File: src/rtl/pseq_pkg.sv
package pseq_pkg;
  localparam int TRK_W = 2;
  localparam int EV_W  = 2;

  typedef enum logic [TRK_W-1:0] {
    TRK_HEAD  = 2'b00,
    TRK_MID   = 2'b01,
    TRK_DONE  = 2'b10,
    TRK_SPARE = 2'b11
  } trk_state_e;

  typedef enum logic [EV_W-1:0] {
    EV_NONE  = 2'b00,
    EV_START = 2'b01,
    EV_ADV   = 2'b10,
    EV_CLASH = 2'b11
  } pulse_ev_e;
endpackage

File: src/rtl/pseq_rst_sync.sv
module pseq_rst_sync #(
  parameter int STAGES = 2
) (
  input  logic clk,
  input  logic arst_n,
  output logic srst_n
);
  logic [STAGES-1:0] chain_q;

  always_ff @(posedge clk or negedge arst_n) begin
    if (!arst_n) chain_q <= '0;
    else         chain_q <= {chain_q[STAGES-2:0], 1'b1};
  end

  assign srst_n = chain_q[STAGES-1];
endmodule

File: src/rtl/pseq_pulse_decode.sv
module pseq_pulse_decode
  import pseq_pkg::*;
(
  input  logic      start_i,
  input  logic      adv_i,
  output pulse_ev_e ev_o
);
  always_comb begin
    unique case ({adv_i, start_i})
      2'b01:   ev_o = EV_START;
      2'b10:   ev_o = EV_ADV;
      2'b11:   ev_o = EV_CLASH;
      default: ev_o = EV_NONE;
    endcase
  end
endmodule

File: src/rtl/pseq_step_logic.sv
module pseq_step_logic
  import pseq_pkg::*;
(
  input  trk_state_e cur_i,
  input  pulse_ev_e  ev_i,
  output trk_state_e nxt_o,
  output logic       ld_o,
  output logic       hit_o
);
  always_comb begin
    nxt_o = cur_i;
    ld_o  = 1'b0;
    hit_o = 1'b0;
    unique case (ev_i)
      EV_START: begin
        nxt_o = TRK_HEAD;
        ld_o  = 1'b1;
      end
      EV_ADV: begin
        ld_o = 1'b1;
        unique case (cur_i)
          TRK_HEAD: nxt_o = TRK_MID;
          TRK_MID: begin
            nxt_o = TRK_DONE;
            hit_o = 1'b1;
          end
          TRK_DONE: nxt_o = TRK_DONE;
          default:  nxt_o = TRK_HEAD;
        endcase
      end
      default: begin
        nxt_o = cur_i;
        ld_o  = 1'b0;
      end
    endcase
  end
endmodule

File: src/rtl/pseq_state_reg.sv
module pseq_state_reg
  import pseq_pkg::*;
(
  input  logic       clk,
  input  logic       rst_n,
  input  logic       ld_i,
  input  trk_state_e nxt_i,
  output trk_state_e cur_o
);
  always_ff @(posedge clk or negedge rst_n) begin
    if (!rst_n)    cur_o <= TRK_HEAD;
    else if (ld_i) cur_o <= nxt_i;
  end
endmodule

File: src/rtl/pulse_seq_detector.sv
module pulse_seq_detector
  import pseq_pkg::*;
#(
  parameter int RST_STAGES = 2
) (
  input  logic             clk,
  input  logic             rst_n,
  input  logic             pulse_start_i,
  input  logic             pulse_adv_i,
  output logic             match_o,
  output logic             clash_o,
  output logic [TRK_W-1:0] track_o
);
  logic       sync_rst_n;
  pulse_ev_e  ev;
  trk_state_e cur_state;
  trk_state_e nxt_state;
  logic       state_ld;
  logic       hit;
  logic       clash_q;

  pseq_rst_sync #(.STAGES(RST_STAGES)) u_rst (
    .clk    (clk),
    .arst_n (rst_n),
    .srst_n (sync_rst_n)
  );

  pseq_pulse_decode u_dec (
    .start_i (pulse_start_i),
    .adv_i   (pulse_adv_i),
    .ev_o    (ev)
  );

  pseq_step_logic u_step (
    .cur_i (cur_state),
    .ev_i  (ev),
    .nxt_o (nxt_state),
    .ld_o  (state_ld),
    .hit_o (hit)
  );

  pseq_state_reg u_state (
    .clk   (clk),
    .rst_n (sync_rst_n),
    .ld_i  (state_ld),
    .nxt_i (nxt_state),
    .cur_o (cur_state)
  );

  always_ff @(posedge clk or negedge sync_rst_n) begin
    if (!sync_rst_n) clash_q <= 1'b0;
    else             clash_q <= (ev == EV_CLASH);
  end

  assign match_o = hit;
  assign clash_o = clash_q;
  assign track_o = cur_state;
endmodule

File: config.mk
export PLATFORM = sky130hd
export DESIGN_NAME = pulse_seq_detector
export DESIGN_NICKNAME = d
export VERILOG_FILES = /design/src/rtl/pseq_pkg.sv /design/src/rtl/pseq_rst_sync.sv /design/src/rtl/pseq_pulse_decode.sv /design/src/rtl/pseq_step_logic.sv /design/src/rtl/pseq_state_reg.sv /design/src/rtl/pulse_seq_detector.sv
export SDC_FILE = /design/constraint.sdc
export NUM_CORES = 1
export LEC_CHECK = 0
export ABC_AREA = 1
export BUFFER_PORTS_ARGS = -buffer_cell sky130_fd_sc_hd__buf_4
export CAP_MARGIN = 10
export CORE_AREA = 3 3 40 42
export DETAILED_ROUTE_END_ITERATION = 10
export DIE_AREA = 0 0 43 45
export PLACE_DENSITY_LB_ADDON = 0.3
export SETUP_SLACK_MARGIN = 0.1
export SYNTH_ARGS = -nofsm -noshare
export SYNTH_HDL_FRONTEND = slang
export SYNTH_HIERARCHICAL = 1
export SYNTH_SLANG_ARGS = --single-unit
File: constraint.sdc
create_clock -name clk -period 2.1 [get_ports clk]
set_input_delay 0.21 -clock clk [delete_from_list [all_inputs] [get_ports clk]]
set_output_delay 0.21 -clock clk [all_outputs]
set_load 0.05 [all_outputs]
==> results.cfg, run 1 <==
[route]
dr_total_vias = 206
drt_iter0_markers = 5
totalWireLength_um = 425
wire_per_inst_um = 7.456
route.detailed.drc = 0
dr.pass1.iters = 3
final_antenna_net_count = 0
via_per_inst = 3.614

[synthesis]
yosysSeqAreaShare_pct = 49.02
synth_nets = 39
synth.avg_cell_area_um2 = 7.976
synth_cell_type_count = 8
synth_seq_cells = 5
ys_async_sr_fraction_pct = 100.0
netlist.area_leader.share_pct = 49.02
yosysMostFrequentCell = nand2_1
ys.flop_type = dfrtp_1
synth_area_leaders = dfrtp_1, nand2_1, ha_1, inv_1, nand3_1
ys_warn_count = 6
yosys.area.top_type = dfrtp_1
syn_area_um2 = 255.2
synth_edf_count = 0
synthCells = 32
synthTopCellsByCount = nand2_1, inv_1, dfrtp_1, ha_1

[setup_path]
critPathTopFamily = flip-flops
cp_data_arrival_time_ns = 1.16
crit_path_end_kind = primary output
path_common_cell = inv_1
cp.depth = 5
slowest_stage = dfrtp_1
cp.required_ns = 1.89
critPathKind = reg2out
r2r_cells = 6
crit_fanout = 4
worstPathCellList = inv_1, ha_1, nand2_1, inv_1, buf_4
start_kind = flop
path_buf_inv = 3
slowest_delay_ns = 0.40

[power_and_ir_drop]
p_total_mw = 0.3101
ir_drop_mv = 0.3338
power_density_nw_per_um2 = 872.6
power_leakage_nw = 0.2133

[sta]
hold_viol_final = 0
tns_ns = 0
period_share_pct = 65.24
holdWs_ns = 0.04286
fin_crit_ns = 1.370
rsz0062_at_grt = no
drv_slew = 0
fmax_mhz = 729.9
setup_viol = 0
finClkSkew_ns = 0.006898

[global_route]
first_global_vias = 181
antenna_found_initial = 0
grt_max_degree = 6
grt_first_pass_wirelength_um = 703
grt-ovfl-total = 0
track_usage_pct = 5.285

[floorplan]
die_y_um = 45
die_area_um2 = 1935
io_pins = 8
core_um2 = 1285
initial_core_util_pct = 19.86
rows = 13
die_x_um = 43

[cells_and_area]
drive_gt1_share_pct = 26.19
fillerInstances = 145
area_growth_pct = 39.22
final_cell_area_um2 = 355.3
n_antenna_cell = 0
nets = 50

[place]
portBuffers = 7
post_dp_cell_area_um2 = 319.1
gp_congestion = 0.7030
dpl.hpwl_um = 340.2

[clock_network]
ctsHoldBuffers = 1
clkTransAtPathRegs_ns = 0.05
clk_path_buf_depth = 2
post_cts_buffers = 0
clk_latency_ns = 0.24
cts_resized = 0
cts_tree = done
h-tree-depth = 1
root_buffer = clkbuf_4
cts.sinks = 5
cts_buffers = 3

[hold_path]
hold_path.class = reg2async

[status]
status = complete, no violations

[flow_run]
drv_cap = 0
worst register-to-register path: cells and delay by family, from the launching register on:
family                     cells  cell delay (ns)
adders and majority gates      1             0.28
and+or+nand+nor                4             0.23
DFF                            1             0.42
buffers and inverters          1             0.06
metal layers:
metal | GRT usage (%) | share of wire [%] | up-vias
met5 | 0 | 0 | -
met4 | 1.807 | 0 | 0
met3 | 5.578 | 9.9 | 0
met2 | 6.587 | 42 | 6
met1 | 5.911 | 48 | 91
li1 | - | - | 109
kinds of logic after synthesis:
group,synth area share (%)
adders and majority gates,14.71
other,1.469
buffers and inverters,13.23
and+or+nand+nor,21.57
DFF,49.02
metrics by stage:
stage / utilization, % / worst slack (ns) / instances
after floorplan: - / 0.6558 / 32
after global placement: 24.83 / 0.9877 / 52
after detailed placement: 24.83 / 0.9796 / 52
after CTS: 27.65 / 0.7090 / 57
after global routing: 27.65 / 0.6164 / 57
final: 27.65 / 0.7299 / 57
flip-flops by register name, summed over array words and instances, names as in the netlist:
name / count
clash_o: 1
u_rst/chain_q: 2
u_state/cur_o: 2
final timing paths:
kind | startpoint | endpoint | slack, ns
min reg2reg | u_rst/chain_q[1] | u_state/cur_o[1] | 0.04
max | u_state/cur_o[1] | match_o | 0.73
min in group clk | pulse_adv_i | clash_o | 0.17
min | u_rst/chain_q[1] | u_state/cur_o[1] | 0.04
max in group asynchronous | rst_n | u_rst/chain_q[0] | 1.73
max reg2reg | u_state/cur_o[0] | u_state/cur_o[1] | 1.00
cell type report:
cell class,instances,area [µm²],area share (%)
flip-flops and latches,5,125.1,35.21
clock buffers,4,26.28,7.394
well taps,15,18.77,5.282
inverters,7,26.28,7.394
multi-input cells,18,96.34,27.11
repair buffers,8,62.56,17.61
power by group:
group	switching, mW	total, mW	internal (mW)
logic	0.0542	0.0828	0.0286
clock network	0.0398	0.112	0.0719
registers	0.00973	0.116	0.106
layout by cell type (no fill, tap or decap), drive strengths merged:
master | Yosys | routed
dfrtp | 5 | 5
conb | 1 | 1
inv | 7 | 7
buf | 0 | 7
nand3 | 2 | 2
clkbuf | 2 | 4
nand2 | 12 | 12
dlygate4sd3 | 0 | 1
ha | 3 | 3
Power figures use the tool's default switching activity.
==> inputs of run 2 (changes only) <==
- clock period: 2.1 -> 1.2 ns (I/O delays scaled with it)
==> run 2 against run 1 <==
Net effect:
- the run now ends with negative setup slack left
- non-clock buffer count increased by 3
- first-iteration DRC count unchanged
- cell area increased by 18%
- combinational power increased by 150%
- global-route usage about the same
- sequential power increased by 74%
- routed wire length increased by 1.6%
- sequential share of layout area decreased by 4.8 points
- largest power group is now combinational logic
- highest routed layer unchanged
==> results.cfg, run 2 (synthesized netlist as in run 1, its figures left out) <==
[setup_path]
path_buf_inv = 2
crit_fanout = 2
cp_data_arrival_time_ns = 1.11
cp.required_ns = 1.08
critPathKind = reg2out
slowest_delay_ns = 0.42
worstPathCellList = ha_4, nand2_4, clkinvlp_4, buf_8
slowest_stage = dfrtp_2
start_kind = flop
crit_path_end_kind = primary output
critPathTopFamily = flip-flops

[cells_and_area]
final_cell_mix = nand2_1, buf_4
nets = 53
seq_area_um2 = 127.6
n_antenna_cell = 0
final_cells = 60
final_common_cell = nand2_1
area_growth_pct = 64.22
multi_input_area_um2 = 116.4
drive_gt1_share_pct = 46.67
final_cell_area_um2 = 419.2
fillerInstances = 139

[route]
route.detailed.drc = 0
dr_total_vias = 219
drt_iter0_markers = 5
final_antenna_net_count = 0
totalWireLength_um = 432
wire_per_inst_um = 7.200
via_per_inst = 3.650
dr.pass1.iters = 4

[place]
dp_cells = 52
post_dp_cell_area_um2 = 330.3
dp_slack_ns = 0.1494
dpl.hpwl_um = 320.6
gp_congestion = 0.6694
portBuffers = 7

[floorplan]
die_x_um = 43
die_area_um2 = 1935
die_y_um = 45
rows = 13
core_um2 = 1285
initial_core_util_pct = 19.86
io_pins = 8

[sta]
fin_ws_ns = -0.02751
tns_ns = -0.02751
period_share_pct = 102.3
finClkSkew_ns = 0.0004476
rsz0062_at_grt = yes
fin_crit_ns = 1.228
hold_viol_final = 0
fmax_mhz = 814.7
drv_slew = 0
setup_viol = 1

[global_route]
grt_max_degree = 6
track_usage_pct = 5.276
first_global_vias = 191
antenna_found_initial = 0
grt-ovfl-total = 0
grt_first_pass_wirelength_um = 717

[power_and_ir_drop]
power_density_nw_per_um2 = 1427
switching_power_mw = 0.1981
switching_share_pct = 33.12
p_total_mw = 0.5981
power_leakage_nw = 0.2307
p_int_mw = 0.4001
ir_drop_mv = 0.5510
pwr-share-comb_pct = 34.3
power_frac_clock_pct = 32.0
seq_power_share_pct = 33.7

[status]
failed_checks = negative setup slack
status = finished with violations

[clock_network]
cts_tree = done
clk_latency_ns = 0.23
h-tree-depth = 1
clkTransAtPathRegs_ns = 0.04
cts.sinks = 5
root_buffer = clkbuf_4
cts_buffers = 3
clk_path_buf_depth = 2

[hold_path]
hold_path.class = reg2async

[flow_run]
drv_cap = 0
run 2: cell types whose count changed in the layout (fill, tap and decap cells not counted), sizes merged:
cell      change
clkinvlp      +1
inv           -1
buf           +3
run 2: worst register-to-register path, stage by stage, from the launching register on:
cell and delay, ns:
dfrtp_2 0.42, buf_4 0.16, inv_2 0.04, ha_1 0.21, nand3_1 0.07, nand2_1 0.05, nand2_1 0.05, nand2_1 0.04
run 2: cell type report:
type	instances	share of cell area [%]
clock buffers	4	6.269
inverters	7	7.164
multi-input cells	18	27.76
flip-flops and latches	5	30.45
well taps	15	4.478
repair buffers	11	23.88
run 2: power groups by stage:
| stage | sequential (mW) | clock, mW | combinational [mW] |
|---|---|---|---|
| 2_1_floorplan | 0.251 | 0 | 0.0647 |
| 3_3_place_gp | 0.209 | 0 | 0.149 |
| 3_5_place_dp | 0.209 | 0 | 0.149 |
| 4_1_cts | 0.201 | 0.203 | 0.204 |
| 5_1_grt | 0.205 | 0.206 | 0.221 |
| 6_report | 0.202 | 0.191 | 0.205 |
run 2: timing repair:
action,in CTS,in global routing
endpoints found under the hold margin,2,0
pin swaps,1,1
setup buffers,3,0
hold buffers,1,0
endpoints found under the setup margin,1,5
gates resized for setup,5,1
run 2: final timing paths:
path / start / end / slack (ns) / cells after the start
min in group clk: pulse_adv_i / clash_o / 0.09 / 3
worst max register to register: u_state/cur_o[0] / u_state/cur_o[1] / 0.05 / 7
worst min-delay path: u_rst/chain_q[1] / u_state/cur_o[1] / 0.04 / 0
max in group asynchronous: rst_n / u_rst/chain_q[1] / 0.91 / 2
worst max-delay path: u_state/cur_o[0] / match_o / -0.03 / 4
worst min register to register: u_rst/chain_q[1] / u_state/cur_o[1] / 0.04 / 0
run 2: stage by stage:
step,util [%],hold slack [ns]
2_1_floorplan,-,-0.1756
6_report,32.62,0.04015
5_1_grt,32.62,0.05541
3_5_place_dp,25.71,-0.09602
4_1_cts,32.33,0.04274
3_3_place_gp,25.71,-0.09630
run 2: per-layer routing:
layer / part of all wire [%] / vias to the layer above / global-route usage (%)
met3: 6.5 / 0 / 2.789
met5: 0 / - / 0
met4: 0 / 0 / 3.614
met2: 47 / 5 / 7.784
li1: - / 117 / -
met1: 47 / 97 / 5.882
